==> src/rtl/alu8_pkg.sv <==
package alu8_pkg;
  typedef enum logic [3:0] {
    OP_ADD  = 4'd0,  OP_ADDC = 4'd1,  OP_SUB  = 4'd2,  OP_SUBC = 4'd3,
    OP_CMP  = 4'd4,  OP_CMPC = 4'd5,  OP_AND  = 4'd6,  OP_OR   = 4'd7,
    OP_XOR  = 4'd8,  OP_INV  = 4'd9,  OP_NEG  = 4'd10, OP_INC  = 4'd11,
    OP_DEC  = 4'd12, OP_WADD = 4'd13, OP_WSUB = 4'd14, OP_NONE = 4'd15
  } alu_op_e;

  localparam int F_C = 0;
  localparam int F_Z = 1;
  localparam int F_N = 2;
  localparam int F_V = 3;
  localparam int F_S = 4;
  localparam int F_H = 5;
  localparam int NFLAG = 6;

  localparam logic [NFLAG-1:0] M_ARITH = 6'b111111;
  localparam logic [NFLAG-1:0] M_LOGIC = 6'b011110;
  localparam logic [NFLAG-1:0] M_INV   = 6'b011111;
  localparam logic [NFLAG-1:0] M_STEP  = 6'b011110;
  localparam logic [NFLAG-1:0] M_WORD  = 6'b011111;
endpackage

==> src/rtl/alu8_addsub.sv <==
module alu8_addsub #(
  parameter int W   = 8,
  parameter int NIB = 4
) (
  input  logic [W-1:0] a_i,
  input  logic [W-1:0] b_i,
  input  logic         cin_i,
  input  logic         sub_i,
  output logic [W-1:0] sum_o,
  output logic         cout_o,
  output logic         half_o,
  output logic         ovf_o
);
  logic [W-1:0] b_eff;
  logic         c_eff;
  logic [W:0]   full;
  logic [NIB:0] nib;

  // subtraction as a + ~b + ~borrow; carries are inverted back to borrows
  assign b_eff  = sub_i ? ~b_i : b_i;
  assign c_eff  = cin_i ^ sub_i;
  assign full   = {1'b0, a_i} + {1'b0, b_eff} + {{W{1'b0}}, c_eff};
  assign nib    = {1'b0, a_i[NIB-1:0]} + {1'b0, b_eff[NIB-1:0]} + {{NIB{1'b0}}, c_eff};
  assign sum_o  = full[W-1:0];
  assign cout_o = full[W] ^ sub_i;
  assign half_o = nib[NIB] ^ sub_i;
  assign ovf_o  = (a_i[W-1] == b_eff[W-1]) && (full[W-1] != a_i[W-1]);
endmodule

==> src/rtl/alu8_logic.sv <==
module alu8_logic
  import alu8_pkg::*;
#(
  parameter int W = 8
) (
  input  alu_op_e      op_i,
  input  logic [W-1:0] a_i,
  input  logic [W-1:0] b_i,
  output logic [W-1:0] res_o
);
  always_comb begin
    unique case (op_i)
      OP_AND:  res_o = a_i & b_i;
      OP_OR:   res_o = a_i | b_i;
      OP_XOR:  res_o = a_i ^ b_i;
      OP_INV:  res_o = ~a_i;
      default: res_o = '0;
    endcase
  end
endmodule

==> src/rtl/alu8_core.sv <==
module alu8_core
  import alu8_pkg::*;
#(
  parameter int W     = 8,
  parameter int IMM_W = 6
) (
  input  logic             clk_i,
  input  logic             rst_ni,
  input  logic             valid_i,
  input  logic [3:0]       op_i,
  input  logic             use_imm_i,
  input  logic [W-1:0]     a_i,
  input  logic [W-1:0]     a_hi_i,
  input  logic [W-1:0]     b_i,
  input  logic [W-1:0]     imm_i,
  input  logic             carry_i,
  input  logic             zero_i,
  output logic             busy_o,
  output logic             done_o,
  output logic [W-1:0]     res_o,
  output logic             res_we_o,
  output logic             res_hi_o,
  output logic [NFLAG-1:0] flags_o,
  output logic [NFLAG-1:0] flag_mask_o
);
  localparam logic [W-1:0] ONE  = W'(1);
  localparam logic [W-1:0] ZERO = '0;

  alu_op_e      op;
  logic [W-1:0] b_sel;
  logic [W-1:0] as_a, as_b, as_sum, lg_res;
  logic         as_cin, as_sub, as_c, as_h, as_v;

  logic         busy_q, wsub_q, c_q, zlo_q;
  logic [W-1:0] hi_q;

  logic [W-1:0]     n_res;
  logic             n_we, n_done, n_logic, n_word;
  logic [NFLAG-1:0] n_mask;
  logic             f_c, f_z, f_n, f_v, f_h;
  logic [NFLAG-1:0] n_flags;

  assign op    = alu_op_e'(op_i);
  assign b_sel = use_imm_i ? imm_i : b_i;

  // operand steering for the shared adder
  always_comb begin
    as_a   = a_i;
    as_b   = b_sel;
    as_cin = 1'b0;
    as_sub = 1'b0;
    if (busy_q) begin
      as_a   = hi_q;
      as_b   = ZERO;
      as_cin = c_q;
      as_sub = wsub_q;
    end else begin
      unique case (op)
        OP_ADDC: as_cin = carry_i;
        OP_SUB, OP_CMP: as_sub = 1'b1;
        OP_SUBC, OP_CMPC: begin
          as_sub = 1'b1;
          as_cin = carry_i;
        end
        OP_NEG: begin
          as_a   = ZERO;
          as_b   = a_i;
          as_sub = 1'b1;
        end
        OP_INC: as_b = ONE;
        OP_DEC: begin
          as_b   = ONE;
          as_sub = 1'b1;
        end
        OP_WADD, OP_WSUB: begin
          as_b   = {{(W-IMM_W){1'b0}}, imm_i[IMM_W-1:0]};
          as_sub = (op == OP_WSUB);
        end
        default: ;
      endcase
    end
  end

  alu8_addsub #(.W(W), .NIB(4)) u_addsub (
    .a_i   (as_a),
    .b_i   (as_b),
    .cin_i (as_cin),
    .sub_i (as_sub),
    .sum_o (as_sum),
    .cout_o(as_c),
    .half_o(as_h),
    .ovf_o (as_v)
  );

  alu8_logic #(.W(W)) u_logic (
    .op_i (op),
    .a_i  (a_i),
    .b_i  (b_sel),
    .res_o(lg_res)
  );

  // per-operation result, write and flag selection
  always_comb begin
    n_logic = 1'b0;
    n_word  = 1'b0;
    n_we    = 1'b1;
    n_done  = 1'b1;
    n_mask  = M_ARITH;
    f_c     = as_c;
    f_h     = as_h;
    f_v     = as_v;
    if (busy_q) begin
      n_mask = M_WORD;
    end else begin
      unique case (op)
        OP_ADD, OP_ADDC, OP_SUB, OP_SUBC, OP_NEG: ;
        OP_CMP, OP_CMPC: n_we = 1'b0;
        OP_AND, OP_OR, OP_XOR: begin
          n_logic = 1'b1;
          n_mask  = M_LOGIC;
          f_v     = 1'b0;
        end
        OP_INV: begin
          n_logic = 1'b1;
          n_mask  = M_INV;
          f_v     = 1'b0;
          f_c     = 1'b1;
        end
        OP_INC, OP_DEC: n_mask = M_STEP;
        OP_WADD, OP_WSUB: begin
          n_word = 1'b1;
          n_done = 1'b0;
          n_mask = '0;
        end
        default: begin
          n_we   = 1'b0;
          n_mask = '0;
        end
      endcase
    end
    n_res = n_logic ? lg_res : as_sum;
    f_n   = n_res[W-1];
    f_z   = (n_res == ZERO);
    if (busy_q)
      f_z = f_z & zlo_q;
    else if (op == OP_SUBC || op == OP_CMPC)
      f_z = f_z & zero_i;
    n_flags        = '0;
    n_flags[F_C]   = f_c;
    n_flags[F_Z]   = f_z;
    n_flags[F_N]   = f_n;
    n_flags[F_V]   = f_v;
    n_flags[F_S]   = f_n ^ f_v;
    n_flags[F_H]   = f_h;
    n_flags        = n_flags & n_mask;
  end

  always_ff @(posedge clk_i or negedge rst_ni) begin
    if (!rst_ni) begin
      busy_q      <= 1'b0;
      wsub_q      <= 1'b0;
      c_q         <= 1'b0;
      zlo_q       <= 1'b0;
      hi_q        <= '0;
      done_o      <= 1'b0;
      res_o       <= '0;
      res_we_o    <= 1'b0;
      res_hi_o    <= 1'b0;
      flags_o     <= '0;
      flag_mask_o <= '0;
    end else if (busy_q) begin
      busy_q      <= 1'b0;
      done_o      <= 1'b1;
      res_o       <= n_res;
      res_we_o    <= 1'b1;
      res_hi_o    <= 1'b1;
      flags_o     <= n_flags;
      flag_mask_o <= n_mask;
    end else if (valid_i) begin
      busy_q      <= n_word;
      if (n_word) begin
        wsub_q <= (op == OP_WSUB);
        c_q    <= as_c;
        zlo_q  <= (as_sum == ZERO);
        hi_q   <= a_hi_i;
      end
      done_o      <= n_done;
      res_o       <= n_res;
      res_we_o    <= n_we;
      res_hi_o    <= 1'b0;
      flags_o     <= n_flags;
      flag_mask_o <= n_mask;
    end else begin
      done_o      <= 1'b0;
      res_we_o    <= 1'b0;
      res_hi_o    <= 1'b0;
      flags_o     <= '0;
      flag_mask_o <= '0;
    end
  end

  assign busy_o = busy_q;
endmodule

==> config.mk <==
export PLATFORM = sky130hd
export DESIGN_NAME = alu8_core
export DESIGN_NICKNAME = d
export VERILOG_FILES = /design/src/rtl/alu8_pkg.sv /design/src/rtl/alu8_addsub.sv /design/src/rtl/alu8_logic.sv /design/src/rtl/alu8_core.sv
export SDC_FILE = /design/constraint.sdc
export NUM_CORES = 1
export LEC_CHECK = 0
export BUFFER_PORTS_ARGS = -buffer_cell sky130_fd_sc_hd__buf_2
export CELL_PAD_IN_SITES_DETAIL_PLACEMENT = 1
export CELL_PAD_IN_SITES_GLOBAL_PLACEMENT = 2
export CORE_ASPECT_RATIO = 0.75
export CORE_MARGIN = 4
export CORE_UTILIZATION = 32
export DETAILED_ROUTE_END_ITERATION = 16
export PLACE_DENSITY = 0.88
export SYNTH_ARGS = -nofsm -noshare
export SYNTH_HDL_FRONTEND = slang
export SYNTH_SLANG_ARGS = --single-unit
export TNS_END_PERCENT = 100
==> constraint.sdc <==
create_clock -name clk_i -period 3.8 [get_ports clk_i]
set_input_delay 0.19 -clock clk_i [delete_from_list [all_inputs] [get_ports clk_i]]
set_output_delay 0.19 -clock clk_i [all_outputs]
set_load 0.03 [all_outputs]
# Word level (Yosys, flattened, before mapping)
# Cells that the tools add are included.
[totals] regBits=35 input_bits=42 output_inout_bits=24 wordCells=98
[op_classes] addsub=4 n_eq_ne=16 muxes=39 bitwise_logic=13 n_reduce_logical=15
[op_table] cell="2-to-1 mux 8 bit" count=8
[op_table] cell="one-hot mux 8 bit (4 select lines)" count=1
[op_table] cell="2-to-1 mux 6 bit" count=5
[op_table] cell="== test 4 bit (second input constant)" count=7
[op_table] cell="one-hot mux 8 bit (3 select lines)" count=1
[op_table] cell="2-to-1 mux 1 bit" count=22
[op_table] cell="one-hot mux 6 bit (3 select lines)" count=1
[op_table] cell="== test 4 x 3 -> 1 bit (second input constant)" count=4
[op_table] cell="zero test 8 bit" count=2
[op_table] cell="inverter 8 bit" count=2
[op_table] cell="OR reduction 13 bit" count=1
[op_table] cell="adder 8 x 8 -> 9 bit" count=1
[op_table] cell="adder 9 x 1 -> 9 bit" count=1
[op_table] cell="AND 8 bit" count=1
[op_table] cell="== test 4 x 2 -> 1 bit (second input constant)" count=2
[op_table] cell="OR 8 bit" count=1
[op_table] cell="XOR 8 bit" count=1
[op_table] cell="OR reduction 7 bit" count=1
[op_table] cell="AND 6 bit" count=1
[op_table] cell="OR reduction 6 bit" count=1
[op_table] cell="adder 4 x 4 -> 5 bit" count=1
[op_table] cell="adder 5 x 1 -> 5 bit" count=1
[op_table] cell="OR reduction 5 bit" count=1
[op_table] cell="== test 4 x 1 -> 1 bit (second input constant)" count=1
[op_table] cell="14 further kinds" count=19

# Depth between registers and ports, before layout
[logic_depth] word_depth=16 ltp_mapped=16 ltp_nobuf=14

# By module
# From an unflattened synthesis, not the netlist that was laid out.
[hier_totals] hier_cells=381 area_unflattened_um2=3085.5
[modules_own_cells] module="alu8_core" n_inst=1 cells_per_inst=258 area_per_inst_um2=2149.6 seq_area_each_um2=800.8
[modules_own_cells] module="alu8_logic" n_inst=1 cells_per_inst=73 area_per_inst_um2=511.7 seq_area_each_um2=0.0
[modules_own_cells] module="alu8_addsub" n_inst=1 cells_per_inst=50 area_per_inst_um2=424.2 seq_area_each_um2=0.0

# Worst setup path after synthesis
# OpenSTA, ideal clock, no wires.
[synth_timing] path_type="register to register" startpoint="register busy_q (netlist: busy_o)" endpoint="register flags_o[1]" setup_ns=0.096 arrival_time_ns=3.209 required_ns=3.704 path_slack_ns=0.496 stages_incl_launch_ff=13 n_path_buf=2 synth_period_minus_slack_ns=3.304 path_cell_list="dfrtp_1 > clkbuf_1 > buf_1 > nor2_1 > xnor2_1 > fa_1 > fa_1 > nor2b_1 > o22ai_1 > xnor2_1 > a22oi_1 > nand3_1 > nor4_2"
[synth_between] elab_chain_cells=13 elab_cells_between_ends=20 classes_between="add/sub (2); mux (12); bitwise (5); reduce/logical (1)"
[synth_lines] element="start: declaration" line="alu8_core.sv:34" rtl="logic busy_q, wsub_q, c_q, zlo_q;"
[synth_lines] element="start signal: assignment" line="alu8_core.sv:180" rtl="busy_q <= n_word;"
[synth_lines] element="2-to-1 mux 8 bit" line="alu8_core.sv:52" rtl="if (busy_q) begin"
[synth_lines] element="inverter 8 bit" line="alu8_addsub.sv:20" rtl="assign b_eff = sub_i ? ~b_i : b_i;"
[synth_lines] element="2-to-1 mux 8 bit" line="alu8_addsub.sv:20"
[synth_lines] element="adder 8 x 8 -> 9 bit" line="alu8_addsub.sv:22" rtl="assign full = {1'b0, a_i} + {1'b0, b_eff} + {{W{1'b0}}, c_eff};"
[synth_lines] element="adder 9 x 1 -> 9 bit" line="alu8_addsub.sv:22"
[synth_lines] element="2-to-1 mux 8 bit" line="alu8_core.sv:141" rtl="n_res = n_logic ? lg_res : as_sum;"
[synth_lines] element="zero test 8 bit" line="alu8_core.sv:143" rtl="f_z = (n_res == ZERO);"
[synth_lines] element="AND 1 bit" line="alu8_core.sv:147" rtl="f_z = f_z & zero_i;"
[synth_lines] element="2-to-1 mux 1 bit" line="alu8_core.sv:146" rtl="else if (op == OP_SUBC || op == OP_CMPC)"
[synth_lines] element="2-to-1 mux 1 bit" line="alu8_core.sv:144" rtl="if (busy_q)"
[synth_lines] element="AND 6 bit" line="alu8_core.sv:155" rtl="n_flags = n_flags & n_mask;"
[synth_lines] element="2-to-1 mux 6 bit" line="alu8_core.sv:179" rtl="end else if (valid_i) begin"
[synth_lines] element="2-to-1 mux 6 bit *" line="alu8_core.sv:171" rtl="end else if (busy_q) begin"
[synth_lines] element="end signal: assignment" line="alu8_core.sv:177" rtl="flags_o <= n_flags;"
[synth_lines] element="end signal: assignment" line="alu8_core.sv:191" rtl="flags_o <= n_flags;"
[synth_lines] element="end: declaration" line="alu8_core.sv:23" rtl="output logic [NFLAG-1:0] flags_o,"
# Every way passes the cells marked *; elsewhere a longest branch is shown, timed or not.
# A chain may end at the register's enable or synchronous reset.

# Worst setup path in the final report
# Same ends and word-level chain as after synthesis.

==> qor.yml <==
status: "complete, no violations"
ys.warnings.count: 0
wl_per_cell_um: 18.4
synth_compound_area_share_pct: 23.9
finalCritPeriodShare_pct: 91.0
worst_slew_pin_slew_ns: 0.719
vias: 2781
synth_top_area_share_pct: 27.3
track_usage_pct: 17.3
drtPass1Iterations: 4
grt_pass1_wl_mm: 15.4
vdd_drop_max_v: 0.000234
synthXorXnorAreaFrac_pct: 4.77
dp_hpwl_mm: 7.63
p_leak_nw: 1.66
ys_seq_elements: 32
synth_area_mm2: 0.00294
relSlewSlack_pct: 52.0
clkTransAtPathRegs_ns: 0.05
endpoint_kind: "register"
postRouteAntennaNets: 0
synth_top_family_by_area: "compound AO/OA/AOI/OAI gates"
grt_pass1_vias: 2999
power.density_mw_per_mm2: 463
synthMuxAreaShare_pct: 8.82
clock_insertion_delay_worst_skew_ns: 0.27
chipWidth_um: 119
cts_buffers: 5
path_class: "reg2reg"
syn-num-nets: 408
synth_area_leaders: "dfrtp_1 27%, ha_1 10%, mux2_2 5.7%, nand2_1 4.1%, nor2_1 4.0%"
drc: 0
root_buffer: "clkbuf_16"
finalWorstPathRequiredPeriod_ns: 3.46
rsz0062_at_grt: "no"
cts_tree: "done"
drive_gt1_share_pct: 27.6
vias_per_cell: 5.49
synth_edf_count: 0
cts.sinks: 32
synth_cell_types: 61
preCtsSetupSlack_ns: 0.236
gp_congestion: 0.866
syn_to_final_growth_pct: 19.3
synth-simple-area-share_pct: 16.3
synth_largest_area_cell: "dfrtp_1"
required_ns: 3.98
hp-class: "in2reg"
antenna_found_initial: 0
antenna_cells: 0
setup_slack_ns: 0.341
start_kind: "register"
setup_viol: 0
cts_buffer_depth: 2
fin_nets: 466
postRouteWirelength_mm: 9.33
synth-async-reset-ratio_pct: 100
design.core.area_mm2: 0.00871
dieArea_mm2: 0.0108
syn_area_per_cell_um2: 8.64
num_rows: 29
gr-total-overflow: 0
yosysSeqAreaShare_pct: 27.3
tns_ns: 0
skew_ns: 0.00303
drt_iter0_drc: 145
hold_ws_ns: 0.148
synthAdderAreaFrac_pct: 11.6
grt_max_degree: 33
path_max_fanout: 16
arrival_ns: 3.64
h-tree-depth: 2
portBuffers: 65
fmax_ghz: 0.289
synth-main-ff-cell: "dfrtp_1"
start_util_pct: 33.7
die_h_um: 91.0
netlist_instances: 340
maxCapViolations: 0
final_max_slew_viol_count: 0
ios: 66
hold_viol: 0
layout make-up:
cell class | count | area, um^2
Clock buffer | 6 | 129
Clock inverter | 2 | 35.0
Timing Repair Buffer | 75 | 403
Inverter | 22 | 82.6
Fill cell | 1061 | 5200
Multi-Input combinational cell | 262 | 1920
Tap cell | 108 | 135
Sequential cell | 32 | 801
critical path: stages, from the launching register on:
cell and delay (ns):
dfrtp_1 0.67, inv_1 0.27, mux2i_1 0.30, buf_4 0.21
xnor2_1 0.18, ha_1 0.33, a211oi_1 0.25, a21oi_1 0.17
and4b_1 0.24, o41ai_1 0.38, o311ai_1 0.19, nor4_2 0.16
placed cells by master (no fill, tap or decap), types with 4 or more instances in the layout:
master	instances
dfrtp_1	32
clkbuf_16	5
xnor2_1	13
buf_4	9
o21ai_1	4
a21oi_1	15
buf_2	65
inv_1	22
o31ai_1	7
mux2_2	15
nor2b_1	4
nand3_1	7
ha_1	24
mux2i_1	9
nand2_1	32
a22oi_1	7
o22ai_1	8
o21ai_0	13
nor2_1	31
a31oi_1	7
nand3b_1	4
final timing paths:
kind / startpoint / cells after the start / endpoint / slack, ns
setup / recovery: busy_o / 11 / flags_o[1] / 0.34
hold / removal: a_hi_i[0] / 2 / hi_q[0] / 0.15
setup reg to reg: busy_o / 11 / flags_o[1] / 0.34
hold reg to reg: res_o[0] / 2 / res_o[0] / 0.50
max in group asynchronous: rst_ni / 2 / res_we_o / 2.82
min in group asynchronous: rst_ni / 2 / hi_q[5] / 0.51
cell usage after synthesis, types with 4 or more instances:
cell type and instances:
nand3b_1 4, xnor2_1 13, a22oi_1 7, o22ai_1 8, nor2_1 31, mux2i_1 9
nor2b_1 4, nand2_1 32, inv_1 22, o21ai_0 13, dfrtp_1 32, nand3_1 7
a21oi_1 15, buf_4 5, ha_1 24, clkbuf_1 11, o31ai_1 7, mux2_2 15
a31oi_1 7, o21ai_1 4
registers in the layout (all words and copies together), names as in the netlist:
| name | count |
|---|---|
| res_hi_o | 1 |
| res_o | 8 |
| flags_o | 6 |
| hi_q | 8 |
| zlo_q | 1 |
| wsub_q | 1 |
| c_q | 1 |
| busy_o | 1 |
| done_o | 1 |
| res_we_o | 1 |
| flag_mask_o | 3 |
through the flow:
stage	instances	cell area [um^2]	utilization, %	power (mW)
2_1_floorplan	340	2940	-	0.966
5_1_grt	507	3500	40.2	1.73
3_3_place_gp	498	3330	38.2	1.16
6_report	507	3500	40.2	1.62
3_5_place_dp	498	3330	38.2	1.18
4_1_cts	507	3500	40.2	1.64
power by group:
group | internal [mW] | switching [mW]
clock | 0.308 | 0.141
combinational | 0.281 | 0.446
sequential | 0.412 | 0.0348
total | 1.00 | 0.622
what timing repair did:
| item | CTS | global route |
|---|---|---|
| endpoints found under the hold margin | 7 | 0 |
| setup buffers | 0 | 0 |
| hold buffers | 1 | 0 |
| gates resized for setup | 0 | 0 |
logic make-up (layout without fill, tap and decap cells):
group | count (synthesis) | count (layout)
muxes | 24 | 24
buffers and inverters | 46 | 105
AOI/OAI and AO/OA | 99 | 99
DFF | 32 | 32
xor gates and xnor gates | 16 | 16
and+or+nand+nor | 97 | 97
adders and majority gates | 26 | 26
per-layer routing:
metal / part of all wire, % / GRT usage [%]
met1: 49 / 24.6
met2: 45 / 27.8
met3: 5.5 / 3.98
met4: 1.1 / 2.03
met5: 0 / 0
Power figures use the tool's default switching activity.
